<file path="src/rtl/gsp_pkg.sv">
package gsp_pkg;

   typedef struct packed {
      logic blank;
      logic repeat_en;
      logic tmg_rst_en;
   } gsp_ctrl_t;

   function automatic int unsigned gsp_period_len(input int unsigned width);
      return 32'd1 << width;
   endfunction

endpackage

</file>
<file path="src/rtl/gsp_period_ctr.sv">
module gsp_period_ctr
   import gsp_pkg::*;
#(
   parameter int unsigned GS_W = 16
) (
   input  logic            clk_i,
   input  logic            rst_ni,
   input  gsp_ctrl_t       ctrl_i,
   input  logic            lat_strobe_i,
   input  logic            lat_gs_i,
   output logic [GS_W-1:0] cnt_o,
   output logic            run_o,
   output logic            period_end_o
);

   localparam logic [GS_W-1:0] CNT_MAX = {GS_W{1'b1}};

   logic [GS_W-1:0] cnt_q;
   logic            active_q;
   logic            hold_q;
   logic            blank_q;
   logic            tmg_hit;
   logic            blank_fall;

   assign tmg_hit    = lat_strobe_i & lat_gs_i & ctrl_i.tmg_rst_en;
   assign blank_fall = blank_q & ~ctrl_i.blank;

   always_ff @(posedge clk_i) begin
      if (!rst_ni) begin
         cnt_q    <= '0;
         active_q <= 1'b0;
         hold_q   <= 1'b0;
         blank_q  <= 1'b0;
      end else begin
         blank_q <= ctrl_i.blank;
         hold_q  <= 1'b0;
         if (ctrl_i.blank) begin
            cnt_q    <= '0;
            active_q <= 1'b0;
         end else if (tmg_hit) begin
            cnt_q    <= '0;
            active_q <= 1'b1;
            hold_q   <= 1'b1;
         end else if (blank_fall) begin
            cnt_q    <= '0;
            active_q <= 1'b1;
         end else if (active_q && !hold_q) begin
            if (cnt_q == CNT_MAX) begin
               cnt_q    <= '0;
               active_q <= ctrl_i.repeat_en;
            end else begin
               cnt_q <= cnt_q + 1'b1;
            end
         end
      end
   end

   assign cnt_o        = cnt_q;
   assign run_o        = active_q & ~hold_q & ~ctrl_i.blank;
   assign period_end_o = run_o & (cnt_q == CNT_MAX);

endmodule

</file>
<file path="src/rtl/gsp_chan_cmp.sv">
module gsp_chan_cmp #(
   parameter int unsigned CH   = 16,
   parameter int unsigned GS_W = 16
) (
   input  logic [GS_W-1:0]    cnt_i,
   input  logic               run_i,
   input  logic [CH*GS_W-1:0] gs_val_i,
   output logic [CH-1:0]      on_o
);

   for (genvar c = 0; c < CH; c++) begin : g_ch
      logic [GS_W-1:0] level;
      assign level   = gs_val_i[c*GS_W +: GS_W];
      assign on_o[c] = run_i && (cnt_i < level);
   end

endmodule

</file>
<file path="src/rtl/gsp_disp_ctrl.sv">
module gsp_disp_ctrl
   import gsp_pkg::*;
#(
   parameter int unsigned CH   = 16,
   parameter int unsigned GS_W = 16
) (
   input  logic               clk_i,
   input  logic               rst_ni,
   input  logic               blank_i,
   input  logic               repeat_en_i,
   input  logic               tmg_rst_en_i,
   input  logic               lat_strobe_i,
   input  logic               lat_gs_i,
   input  logic [CH*GS_W-1:0] gs_val_i,
   output logic [CH-1:0]      chan_on_o,
   output logic               period_end_o
);

   localparam int unsigned PERIOD_LEN = gsp_period_len(GS_W);

   if (GS_W < 2 || GS_W > 16) begin : g_bad_width
      $error("gsp_disp_ctrl: GS_W must lie in 2..16");
   end
   if (CH < 1 || CH > 64) begin : g_bad_ch
      $error("gsp_disp_ctrl: CH must lie in 1..64");
   end
   if (PERIOD_LEN < 4) begin : g_bad_len
      $error("gsp_disp_ctrl: period too short");
   end

   gsp_ctrl_t       ctrl;
   logic [GS_W-1:0] cnt_w;
   logic            run_w;

   assign ctrl = '{blank: blank_i, repeat_en: repeat_en_i, tmg_rst_en: tmg_rst_en_i};

   gsp_period_ctr #(.GS_W(GS_W)) ctr_i (
      .clk_i        (clk_i),
      .rst_ni       (rst_ni),
      .ctrl_i       (ctrl),
      .lat_strobe_i (lat_strobe_i),
      .lat_gs_i     (lat_gs_i),
      .cnt_o        (cnt_w),
      .run_o        (run_w),
      .period_end_o (period_end_o)
   );

   gsp_chan_cmp #(.CH(CH), .GS_W(GS_W)) cmp_i (
      .cnt_i    (cnt_w),
      .run_i    (run_w),
      .gs_val_i (gs_val_i),
      .on_o     (chan_on_o)
   );

endmodule

</file>
<file path="config.mk">
export PLATFORM = sky130hd
export DESIGN_NAME = gsp_disp_ctrl
export DESIGN_NICKNAME = d
export VERILOG_FILES = /design/src/rtl/gsp_pkg.sv /design/src/rtl/gsp_period_ctr.sv /design/src/rtl/gsp_chan_cmp.sv /design/src/rtl/gsp_disp_ctrl.sv
export SDC_FILE = /design/constraint.sdc
export NUM_CORES = 1
export LEC_CHECK = 0
export BUFFER_PORTS_ARGS = -buffer_cell sky130_fd_sc_hd__buf_2
export CORE_MARGIN = 2
export CORE_UTILIZATION = 36
export CTS_BUF_LIST = sky130_fd_sc_hd__clkbuf_8
export DETAILED_ROUTE_END_ITERATION = 16
export HOLD_SLACK_MARGIN = 0.06
export SKIP_LAST_GASP = 1
export SYNTH_ARGS = -nofsm -noshare
export SYNTH_HDL_FRONTEND = slang
export SYNTH_HIERARCHICAL = 1
export SYNTH_SLANG_ARGS = --single-unit
export TNS_END_PERCENT = 100
</file>
<file path="constraint.sdc">
create_clock -name clk_i -period 4.36 [get_ports clk_i]
set_clock_uncertainty 0.15 [all_clocks]
set_input_delay 0.218 -clock clk_i [delete_from_list [all_inputs] [get_ports clk_i]]
set_output_delay 0.218 -clock clk_i [all_outputs]
set_load 0.01 [all_outputs]
</file>
==> report_table.html, run 1 <==
<table>
<tr><th>Metric</th><th>Value</th></tr>
<tr><th colspan="2">Run status</th></tr>
<tr><td>Run status</td><td>finished, final reports clean</td></tr>
<tr><th colspan="2">Clock network</th></tr>
<tr><td>Root Buffer</td><td>sky130_fd_sc_hd__clkbuf_8</td></tr>
<tr><td>Setup Buffers After CTS</td><td>0</td></tr>
<tr><td>H-tree depth</td><td>1</td></tr>
<tr><td>Number of buffers created by CTS</td><td>3</td></tr>
<tr><td>Maximum buffer depth of the clock tree</td><td>2</td></tr>
<tr><td>Clock sink total</td><td>19</td></tr>
<tr><td>Clock tree from TritonCTS</td><td>done</td></tr>
<tr><td>Clock-pin transition on the worst setup and hold timing paths</td><td>around 0.070 ns</td></tr>
<tr><td>Clock network latency to the later pin of the worst-skew pair</td><td>approximately 0.25 ns</td></tr>
<tr><th colspan="2">STA</th></tr>
<tr><td>Pin slew with the least headroom to its limit</td><td>~1.0 ns</td></tr>
<tr><td>Final worst setup slack</td><td>approximately 1.3 ns</td></tr>
<tr><td>RSZ-0062 raised after global routing</td><td>no</td></tr>
<tr><td>Worst Hold Margin</td><td>0.0836 ns</td></tr>
<tr><td>Normalized max-slew margin</td><td>0.316</td></tr>
<tr><td>Ratio of final minimum period to clock period</td><td>0.698</td></tr>
<tr><td>Setup TNS</td><td>0 ns</td></tr>
<tr><td>Time the final worst path needs with I/O delays and setup</td><td>between 3 and 4 ns</td></tr>
<tr><td>Number of max-slew violations in the final report</td><td>0</td></tr>
<tr><td>Final hold violation count</td><td>0</td></tr>
<tr><td># setup viols final</td><td>0</td></tr>
<tr><td>Highest achievable clock rate</td><td>approximately 330 MHz</td></tr>
<tr><th colspan="2">Place</th></tr>
<tr><td>Routability congestion estimate</td><td>0.851</td></tr>
<tr><td>Post-detailed-placement cell area</td><td>around 9000 µm²</td></tr>
<tr><td>Count of input and output buffers</td><td>between 200 and 300</td></tr>
<tr><td>HPWL Detailed</td><td>roughly 19,000 µm</td></tr>
<tr><td>Pre-CTS worst setup slack</td><td>1.46 ns</td></tr>
<tr><th colspan="2">Die</th></tr>
<tr><td>Die area</td><td>between 20,000 and 25,000 µm²</td></tr>
<tr><td>Starting density of the core</td><td>0.370</td></tr>
<tr><td>Die span in y</td><td>~140 µm</td></tr>
<tr><td>Die width</td><td>between 100 and 150 µm</td></tr>
<tr><td>Number of primary I/O pins</td><td>280</td></tr>
<tr><td>Area of the placeable core</td><td>around 19,000 µm²</td></tr>
<tr><td>Number of placement rows</td><td>50</td></tr>
<tr><th colspan="2">Layout</th></tr>
<tr><td>Total of fill cells in the finished design</td><td>~2,000</td></tr>
<tr><td>Area growth from synthesis to final layout</td><td>27.2%</td></tr>
<tr><td>Post-layout nets</td><td>between 1,500 and 2,000</td></tr>
<tr><td>Layout cells sized above 1</td><td>0.248</td></tr>
<tr><td>Antenna diodes</td><td>0</td></tr>
<tr><td>Reg area</td><td>roughly 380 µm²</td></tr>
<tr><td>Combined area of the multi-input logic cells</td><td>5690 µm²</td></tr>
<tr><td>Final instance area</td><td>8890 µm²</td></tr>
<tr><th colspan="2">Synthesis</th></tr>
<tr><td>Adder and majority gate portion of the synthesized area</td><td>0.431</td></tr>
<tr><td>Area share of xor/xnor cells in the synthesized design</td><td>0.0150</td></tr>
<tr><td>Average size of a mapped cell</td><td>between 7 and 8 µm²</td></tr>
<tr><td>Share of the synthesized area in the top cell type</td><td>0.431</td></tr>
<tr><td>Number of instances in the synthesized netlist</td><td>between 900 and 1,000</td></tr>
<tr><td>Number of distinct library cell variants in the gate-level netlist after synthesis</td><td>40</td></tr>
<tr><td>Summed instance area of the synthesized netlist</td><td>between 6000 and 7000 µm²</td></tr>
<tr><td>Top flip-flop cell by instance count after synthesis</td><td>sky130_fd_sc_hd__dfxtp_1</td></tr>
<tr><td>Post-synth ARST share</td><td>0</td></tr>
<tr><td>Leading area contributor after synthesis</td><td>sky130_fd_sc_hd__ha_1</td></tr>
<tr><td>Synth warnings</td><td>6</td></tr>
<tr><td>Post-synthesis register bit count</td><td>19</td></tr>
<tr><td>Fraction of the mapped netlist area in simple logic gates</td><td>0.178</td></tr>
<tr><td>Post-synth EDFFs</td><td>0</td></tr>
<tr><td>Synthesized netlist net count</td><td>between 1,000 and 1,500</td></tr>
<tr><td>Proportion of synthesized chip area in sequential cells</td><td>0.0544</td></tr>
<tr><td>Ranking of synthesized cells by area</td><td>sky130_fd_sc_hd__ha_1 (43%), sky130_fd_sc_hd__inv_1 (13%), sky130_fd_sc_hd__a21oi_1 (7.2%)</td></tr>
<tr><td>Synthesized-area fraction occupied by ao, oa, aoi and oai cells</td><td>0.189</td></tr>
<tr><td>Mux share of post-synthesis cell area</td><td>0</td></tr>
<tr><td>Dominant combinational cell family by area after synthesis</td><td>adder cells</td></tr>
<tr><th colspan="2">Critical path</th></tr>
<tr><td>FF-to-FF End</td><td>ctr_i/cnt_o[10]</td></tr>
<tr><td>Cell chain of the critical path</td><td>buf_4 -&gt; ha_1 -&gt; and4_1 -&gt; o31ai_1 -&gt; or4_1 -&gt; o2111a_1 -&gt; buf_2</td></tr>
<tr><td>Worst path buffer plus inverter count</td><td>2</td></tr>
<tr><td>Data arrival, critical path</td><td>roughly 2.7 ns</td></tr>
<tr><td>Maximum fanout along the worst path</td><td>15</td></tr>
<tr><td>Largest stage delay on the critical path</td><td>roughly 0.96 ns</td></tr>
<tr><td>CP max-delay cell</td><td>sky130_fd_sc_hd__dfxtp_1</td></tr>
<tr><td>Start point of the critical path</td><td>ctr_i/cnt_o[10]</td></tr>
<tr><td>Worst reg2reg path depth</td><td>5</td></tr>
<tr><td>Req. time, crit path</td><td>around 4 ns</td></tr>
<tr><td>Internal reg-to-reg setup slack</td><td>1.49 ns</td></tr>
<tr><td>Critical path startpoint category</td><td>register</td></tr>
<tr><td>Setup Crit Path Kind</td><td>reg -&gt; out</td></tr>
<tr><td>Start of the worst register-to-register path</td><td>ctr_i/cnt_o[3]</td></tr>
<tr><td>Critical Path Sink Type</td><td>primary output</td></tr>
<tr><td>Critical path depth in cells</td><td>7</td></tr>
<tr><td>Family with the most delay on the worst path</td><td>flip-flops</td></tr>
<tr><td>Critical Path Sink</td><td>chan_on_o[14]</td></tr>
<tr><th colspan="2">Route</th></tr>
<tr><td>Violation count after the first detailed-routing iteration</td><td>roughly 230</td></tr>
<tr><td>DR vias</td><td>7,290</td></tr>
<tr><td>Average wire per cell in the routed design</td><td>~15 µm</td></tr>
<tr><td>Post-detailed-route count of antenna-violating nets</td><td>0</td></tr>
<tr><td>Routed wire length</td><td>23,100 µm</td></tr>
<tr><td>Detailed-route vias per instance</td><td>about 4.9</td></tr>
<tr><td>Number of iterations in the first detailed-routing pass</td><td>4</td></tr>
<tr><td>Number of remaining DRC errors</td><td>0</td></tr>
<tr><th colspan="2">GRT</th></tr>
<tr><td>Wire length of the first global-routing pass</td><td>34,700 µm</td></tr>
<tr><td>Vias in the first global route</td><td>~7,000</td></tr>
<tr><td>Initial antenna violation count</td><td>0</td></tr>
<tr><td>Global-route congestion overflow total</td><td>0</td></tr>
<tr><td>Global-route usage over all layers</td><td>0.217</td></tr>
<tr><td>Maximum number of pins on one net before global-route repair</td><td>21</td></tr>
<tr><th colspan="2">Flow run</th></tr>
<tr><td>Max_cap viols</td><td>0</td></tr>
<tr><th colspan="2">Power</th></tr>
<tr><td>Total power consumption of the routed design</td><td>a little over 600 µW</td></tr>
<tr><td>Reported leakage power</td><td>around 5.5 nW</td></tr>
<tr><td>Peak supply drop</td><td>about 0.09 mV</td></tr>
<tr><td>Pwr Density</td><td>between 60 and 70 nW/µm²</td></tr>
<tr><th colspan="2">Hold path</th></tr>
<tr><td>Source of the worst hold timing path</td><td>blank_i</td></tr>
<tr><td>Min-delay worst type</td><td>in -&gt; reg</td></tr>
</table>
worst min path at each step:
stage	to	slack [ns]	cells past startpoint
floorplan	ctr_i/blank_q	0.19	1
global placement	ctr_i/blank_q	0.29	2
detailed placement	ctr_i/blank_q	0.31	2
CTS	ctr_i/blank_q	0.07	2
global route	ctr_i/blank_q	0.09	2
finish	ctr_i/blank_q	0.08	2
layout by cell type (no fill, tap or decap), types with 14 or more instances in the layout:
master	instances
sky130_fd_sc_hd__nor2b_1	31
sky130_fd_sc_hd__o2111a_1	15
sky130_fd_sc_hd__buf_2	279
sky130_fd_sc_hd__ha_1	241
sky130_fd_sc_hd__or4_1	17
sky130_fd_sc_hd__nor2_1	14
sky130_fd_sc_hd__dfxtp_1	19
sky130_fd_sc_hd__buf_4	16
sky130_fd_sc_hd__o31ai_1	16
sky130_fd_sc_hd__and4_1	34
sky130_fd_sc_hd__o21ai_0	65
sky130_fd_sc_hd__inv_1	241
sky130_fd_sc_hd__a21oi_1	100
sky130_fd_sc_hd__nand2b_1	19
sky130_fd_sc_hd__nand2_1	38
sky130_fd_sc_hd__nand4_1	23
synth_stat cells (3+ instances only):
master,instances
sky130_fd_sc_hd__inv_1,241
sky130_fd_sc_hd__nor2b_1,31
sky130_fd_sc_hd__and4_1,34
sky130_fd_sc_hd__ha_1,241
sky130_fd_sc_hd__xor2_1,9
sky130_fd_sc_hd__xnor2_1,3
sky130_fd_sc_hd__nand3_1,9
sky130_fd_sc_hd__nand2_1,38
sky130_fd_sc_hd__dfxtp_1,19
sky130_fd_sc_hd__o31ai_1,16
sky130_fd_sc_hd__a2111oi_0,6
sky130_fd_sc_hd__a2111oi_1,9
sky130_fd_sc_hd__nor2_1,15
sky130_fd_sc_hd__o2111a_1,15
sky130_fd_sc_hd__nand4_1,23
sky130_fd_sc_hd__or3_1,3
sky130_fd_sc_hd__a21oi_1,100
sky130_fd_sc_hd__or4_1,17
sky130_fd_sc_hd__o21ai_0,65
sky130_fd_sc_hd__nand2b_1,19
kinds of logic (layout without fill, tap and decap cells):
logic type,after synthesis,count (layout)
flops,19,19
buf+inv,244,543
compound gates,218,218
fa+ha+maj,241,241
simple gates,201,201
xor+xnor,12,12
registers in the layout (all words and copies together), names as in the netlist:
name and cells:
ctr_i/cnt_o 16, ctr_i/blank_q 1, ctr_i/active_q 1, ctr_i/hold_q 1
report_power, final:
group          total, mW  internal (mW)  switching, mW
Sequential         0.176          0.175        0.00109
Combinational      0.322          0.168          0.154
Clock              0.121         0.0635         0.0576
repair_timing:
item | 4_1_cts | 5_1_grt
hold buffers | 3 | 0
endpoints found under the hold margin | 2 | 0
resized for setup | 0 | 0
final cells by class:
type	count	share of cell area
timing repair buffer	298	0.174
sequential	19	0.0428
inverter	241	0.102
multi-input combinational	672	0.640
tap	260	0.0366
clock inverter	1	0.000563
clock buffer	3	0.00465
per-layer routing:
metal,share of wire,track usage,up-vias
met3,0.054,0.0203,20
met4,0.014,0.0439,0
met5,0,0,-
met1,0.46,0.288,3154
li1,-,-,3915
met2,0.47,0.382,201
stage by stage:
step / util / instances
2_1_floorplan: - / 935
3_3_place_gp: 0.466 / 1487
3_5_place_dp: 0.466 / 1487
4_1_cts: 0.470 / 1494
5_1_grt: 0.470 / 1494
6_report: 0.470 / 1494
worst register-to-register path, cell delays in order (launching register included):
cell and delay (ns):
sky130_fd_sc_hd__dfxtp_1 0.76, sky130_fd_sc_hd__buf_4 0.34, sky130_fd_sc_hd__and4b_2 0.29, sky130_fd_sc_hd__nand4_1 0.26
sky130_fd_sc_hd__o21bai_1 0.81, sky130_fd_sc_hd__nor2_1 0.12
Power figures use the tool's default switching activity.
==> run 2: changes to the inputs <==
==> constraint.sdc (replaced) <==
create_clock -name clk_i -period 2.8 [get_ports clk_i]
set_clock_uncertainty 0.15 [all_clocks]
set_input_delay 0.14 -clock clk_i [delete_from_list [all_inputs] [get_ports clk_i]]
set_output_delay 0.14 -clock clk_i [all_outputs]
set_load 0.01 [all_outputs]
==> run 2 against run 1 <==
Cell count increased by 1.5%; hold slack worse by 0.013 ns; largest cell class unchanged; routed wire length decreased by 0.45%; non-clock buffer count up 22; die area stayed put; register-to-register slack got worse by 1.3 ns; core utilization is 1.3 points higher; critical path depth fell by 2; design area up 2.7%; sequential cell count is the same.
==> report_table.html, run 2 (same netlist as run 1, synthesis figures left out) <==
<table>
<tr><th>Metric</th><th>Value</th></tr>
<tr><th colspan="2">Run status</th></tr>
<tr><td>Run status</td><td>finished, final reports clean</td></tr>
<tr><th colspan="2">Power</th></tr>
<tr><td>Peak supply drop</td><td>between 0.1 and 0.15 mV</td></tr>
<tr><td>Total power consumption of the routed design</td><td>974 µW</td></tr>
<tr><td>Switching share of power</td><td>0.346</td></tr>
<tr><td>Clock network fraction of total power</td><td>0.198</td></tr>
<tr><td>Sequential share of power</td><td>0.282</td></tr>
<tr><td>Net load switching power</td><td>337 µW</td></tr>
<tr><td>Reported leakage power</td><td>about 5.7 nW</td></tr>
<tr><td>Pwr Density</td><td>107 nW/µm²</td></tr>
<tr><td>Logic pwr share</td><td>0.520</td></tr>
<tr><td>Internal power</td><td>between 600 and 700 µW</td></tr>
<tr><th colspan="2">GRT</th></tr>
<tr><td>Global-route usage over all layers</td><td>0.215</td></tr>
<tr><td>Maximum number of pins on one net before global-route repair</td><td>18</td></tr>
<tr><td>Wire length of the first global-routing pass</td><td>between 30,000 and 40,000 µm</td></tr>
<tr><td>Global-route congestion overflow total</td><td>0</td></tr>
<tr><td>Vias in the first global route</td><td>7,099</td></tr>
<tr><td>Initial antenna violation count</td><td>1</td></tr>
<tr><th colspan="2">STA</th></tr>
<tr><td>Highest achievable clock rate</td><td>approximately 380 MHz</td></tr>
<tr><td>Final hold violation count</td><td>0</td></tr>
<tr><td>Pin slew with the least headroom to its limit</td><td>roughly 0.63 ns</td></tr>
<tr><td>Normalized max-slew margin</td><td>0.581</td></tr>
<tr><td># setup viols final</td><td>0</td></tr>
<tr><td>Time the final worst path needs with I/O delays and setup</td><td>2.62 ns</td></tr>
<tr><td>Worst Hold Margin</td><td>around 0.071 ns</td></tr>
<tr><td>Number of max-slew violations in the final report</td><td>0</td></tr>
<tr><td>RSZ-0062 raised after global routing</td><td>no</td></tr>
<tr><td>Ratio of final minimum period to clock period</td><td>0.937</td></tr>
<tr><td>Setup TNS</td><td>0 ns</td></tr>
<tr><td>Final worst setup slack</td><td>approximately 0.18 ns</td></tr>
<tr><th colspan="2">Route</th></tr>
<tr><td>Average wire per cell in the routed design</td><td>between 15 and 20 µm</td></tr>
<tr><td>Detailed-route vias per instance</td><td>about 4.9</td></tr>
<tr><td>Post-detailed-route count of antenna-violating nets</td><td>0</td></tr>
<tr><td>Routed wire length</td><td>between 20,000 and 25,000 µm</td></tr>
<tr><td>Violation count after the first detailed-routing iteration</td><td>210</td></tr>
<tr><td>Number of iterations in the first detailed-routing pass</td><td>7</td></tr>
<tr><td>Number of remaining DRC errors</td><td>0</td></tr>
<tr><td>DR vias</td><td>about 7,400</td></tr>
<tr><th colspan="2">Layout</th></tr>
<tr><td>Filler-free cell count of the finished design</td><td>between 1,500 and 2,000</td></tr>
<tr><td>Area growth from synthesis to final layout</td><td>30.5%</td></tr>
<tr><td>Most common cell after layout, fill and taps aside</td><td>sky130_fd_sc_hd__buf_2</td></tr>
<tr><td>Commonest cells after routing, fill and taps aside</td><td>sky130_fd_sc_hd__buf_2 (279), sky130_fd_sc_hd__inv_1 (242), sky130_fd_sc_hd__ha_1 (241), sky130_fd_sc_hd__a21oi_1 (100), sky130_fd_sc_hd__o21ai_0 (65)</td></tr>
<tr><td>Final instance area</td><td>about 9000 µm²</td></tr>
<tr><td>Final design utilization</td><td>0.483</td></tr>
<tr><td>Max reg flops</td><td>16</td></tr>
<tr><td>Post-layout nets</td><td>approximately 1,800</td></tr>
<tr><td>Layout cells sized above 1</td><td>0.258</td></tr>
<tr><th colspan="2">Place</th></tr>
<tr><td>Routability congestion estimate</td><td>roughly 0.85</td></tr>
<tr><td>Cell count after placement</td><td>~1,500</td></tr>
<tr><td>HPWL Detailed</td><td>19,300 µm</td></tr>
<tr><td>Post-detailed-placement cell area</td><td>9020 µm²</td></tr>
<tr><td>Count of input and output buffers</td><td>approximately 280</td></tr>
<tr><td>Pre-CTS worst setup slack</td><td>about 0.56 ns</td></tr>
<tr><th colspan="2">Clock network</th></tr>
<tr><td>Clock tree from TritonCTS</td><td>done</td></tr>
<tr><td>Root Buffer</td><td>sky130_fd_sc_hd__clkbuf_8</td></tr>
<tr><td>Clock-pin transition on the worst setup and hold timing paths</td><td>approximately 0.080 ns</td></tr>
<tr><td>Clock sink total</td><td>19</td></tr>
<tr><td>H-tree depth</td><td>1</td></tr>
<tr><td>Setup Buffers After CTS</td><td>0</td></tr>
<tr><td>Number of buffers inserted for hold repair after clock tree synthesis</td><td>6</td></tr>
<tr><td>Number of cells upsized or downsized after cts</td><td>0</td></tr>
<tr><td>Maximum buffer depth of the clock tree</td><td>2</td></tr>
<tr><td>Clock network latency to the later pin of the worst-skew pair</td><td>between 0.2 and 0.3 ns</td></tr>
<tr><td>Number of buffers created by CTS</td><td>3</td></tr>
<tr><th colspan="2">Hold path</th></tr>
<tr><td>Source of the worst hold timing path</td><td>blank_i</td></tr>
<tr><td>Min-delay worst type</td><td>in -&gt; reg</td></tr>
<tr><td>Worst Hold Endpoint</td><td>ctr_i/hold_q</td></tr>
<tr><td>Count of cells along the worst hold path</td><td>3</td></tr>
<tr><th colspan="2">Die</th></tr>
<tr><td>Die span in y</td><td>between 100 and 150 µm</td></tr>
<tr><td>Number of placement rows</td><td>50</td></tr>
<tr><td>Starting density of the core</td><td>0.370</td></tr>
<tr><td>Number of primary I/O pins</td><td>280</td></tr>
<tr><td>Area of the placeable core</td><td>around 19,000 µm²</td></tr>
<tr><td>Die area</td><td>approximately 21,000 µm²</td></tr>
<tr><td>Die width</td><td>143 µm</td></tr>
<tr><th colspan="2">Critical path</th></tr>
<tr><td>Setup Crit Path Kind</td><td>reg -&gt; reg</td></tr>
<tr><td>Req. time, crit path</td><td>roughly 2.8 ns</td></tr>
<tr><td>Internal reg-to-reg setup slack</td><td>0.18 ns</td></tr>
<tr><td>Critical path startpoint category</td><td>register</td></tr>
<tr><td>FF-to-FF End</td><td>ctr_i/active_q</td></tr>
<tr><td>Start of the worst register-to-register path</td><td>ctr_i/cnt_o[0]</td></tr>
<tr><td>Worst reg2reg path depth</td><td>5</td></tr>
<tr><td>Data arrival, critical path</td><td>2.63 ns</td></tr>
<tr><td>Maximum fanout along the worst path</td><td>12</td></tr>
<tr><td>Critical Path Sink Type</td><td>register</td></tr>
<tr><th colspan="2">Flow run</th></tr>
<tr><td>Max_cap viols</td><td>0</td></tr>
</table>
[run 2: how the worst max path moves through the flow]
stage                    from              to  slack, ns  cells past startpoint
6_report       ctr_i/cnt_o[0]  ctr_i/active_q       0.18                      5
5_1_grt        ctr_i/cnt_o[0]  ctr_i/active_q       0.06                      5
4_1_cts        ctr_i/cnt_o[0]  ctr_i/active_q       0.21                      5
3_5_place_dp   ctr_i/cnt_o[0]   chan_on_o[13]       0.56                      6
3_3_place_gp   ctr_i/cnt_o[7]    chan_on_o[3]       0.59                      7
2_1_floorplan  ctr_i/cnt_o[9]   chan_on_o[11]       0.67                      4
[run 2: worst max-delay path, cell delays in order (launching register included)]
cell                            delay, ns
sky130_fd_sc_hd__dfxtp_1             0.72
sky130_fd_sc_hd__ha_1                0.38
sky130_fd_sc_hd__nand4_1             0.29
sky130_fd_sc_hd__o31ai_1             0.31
sky130_fd_sc_hd__a21oi_1             0.10
sky130_fd_sc_hd__dlygate4sd3_1       0.56
[run 2: area by class of cell]
class / count / area, µm²
tap: 260 / 325
timing repair buffer: 320 / 1780
clock buffer: 3 / 41.3
sequential: 19 / 380
clock inverter: 1 / 3.75
inverter: 241 / 905
fill: 1984 / 9770
antenna: 1 / 2.50
multi-input combinational: 672 / 5690
[run 2: power groups by stage]
stage / Clock [mW] / Combinational, mW / Sequential, mW
detailed placement: 0 / 0.499 / 0.281
CTS: 0.195 / 0.511 / 0.274
global placement: 0 / 0.498 / 0.281
floorplan: 0 / 0.241 / 0.280
global route: 0.207 / 0.581 / 0.275
finish: 0.192 / 0.507 / 0.275
[run 2: routing by layer]
metal,track usage,part of all wire,up-vias
li1,-,-,3960
met1,0.289,0.47,3208
met3,0.0233,0.053,15
met5,0,0,-
met4,0.0346,0.012,0
met2,0.379,0.47,207
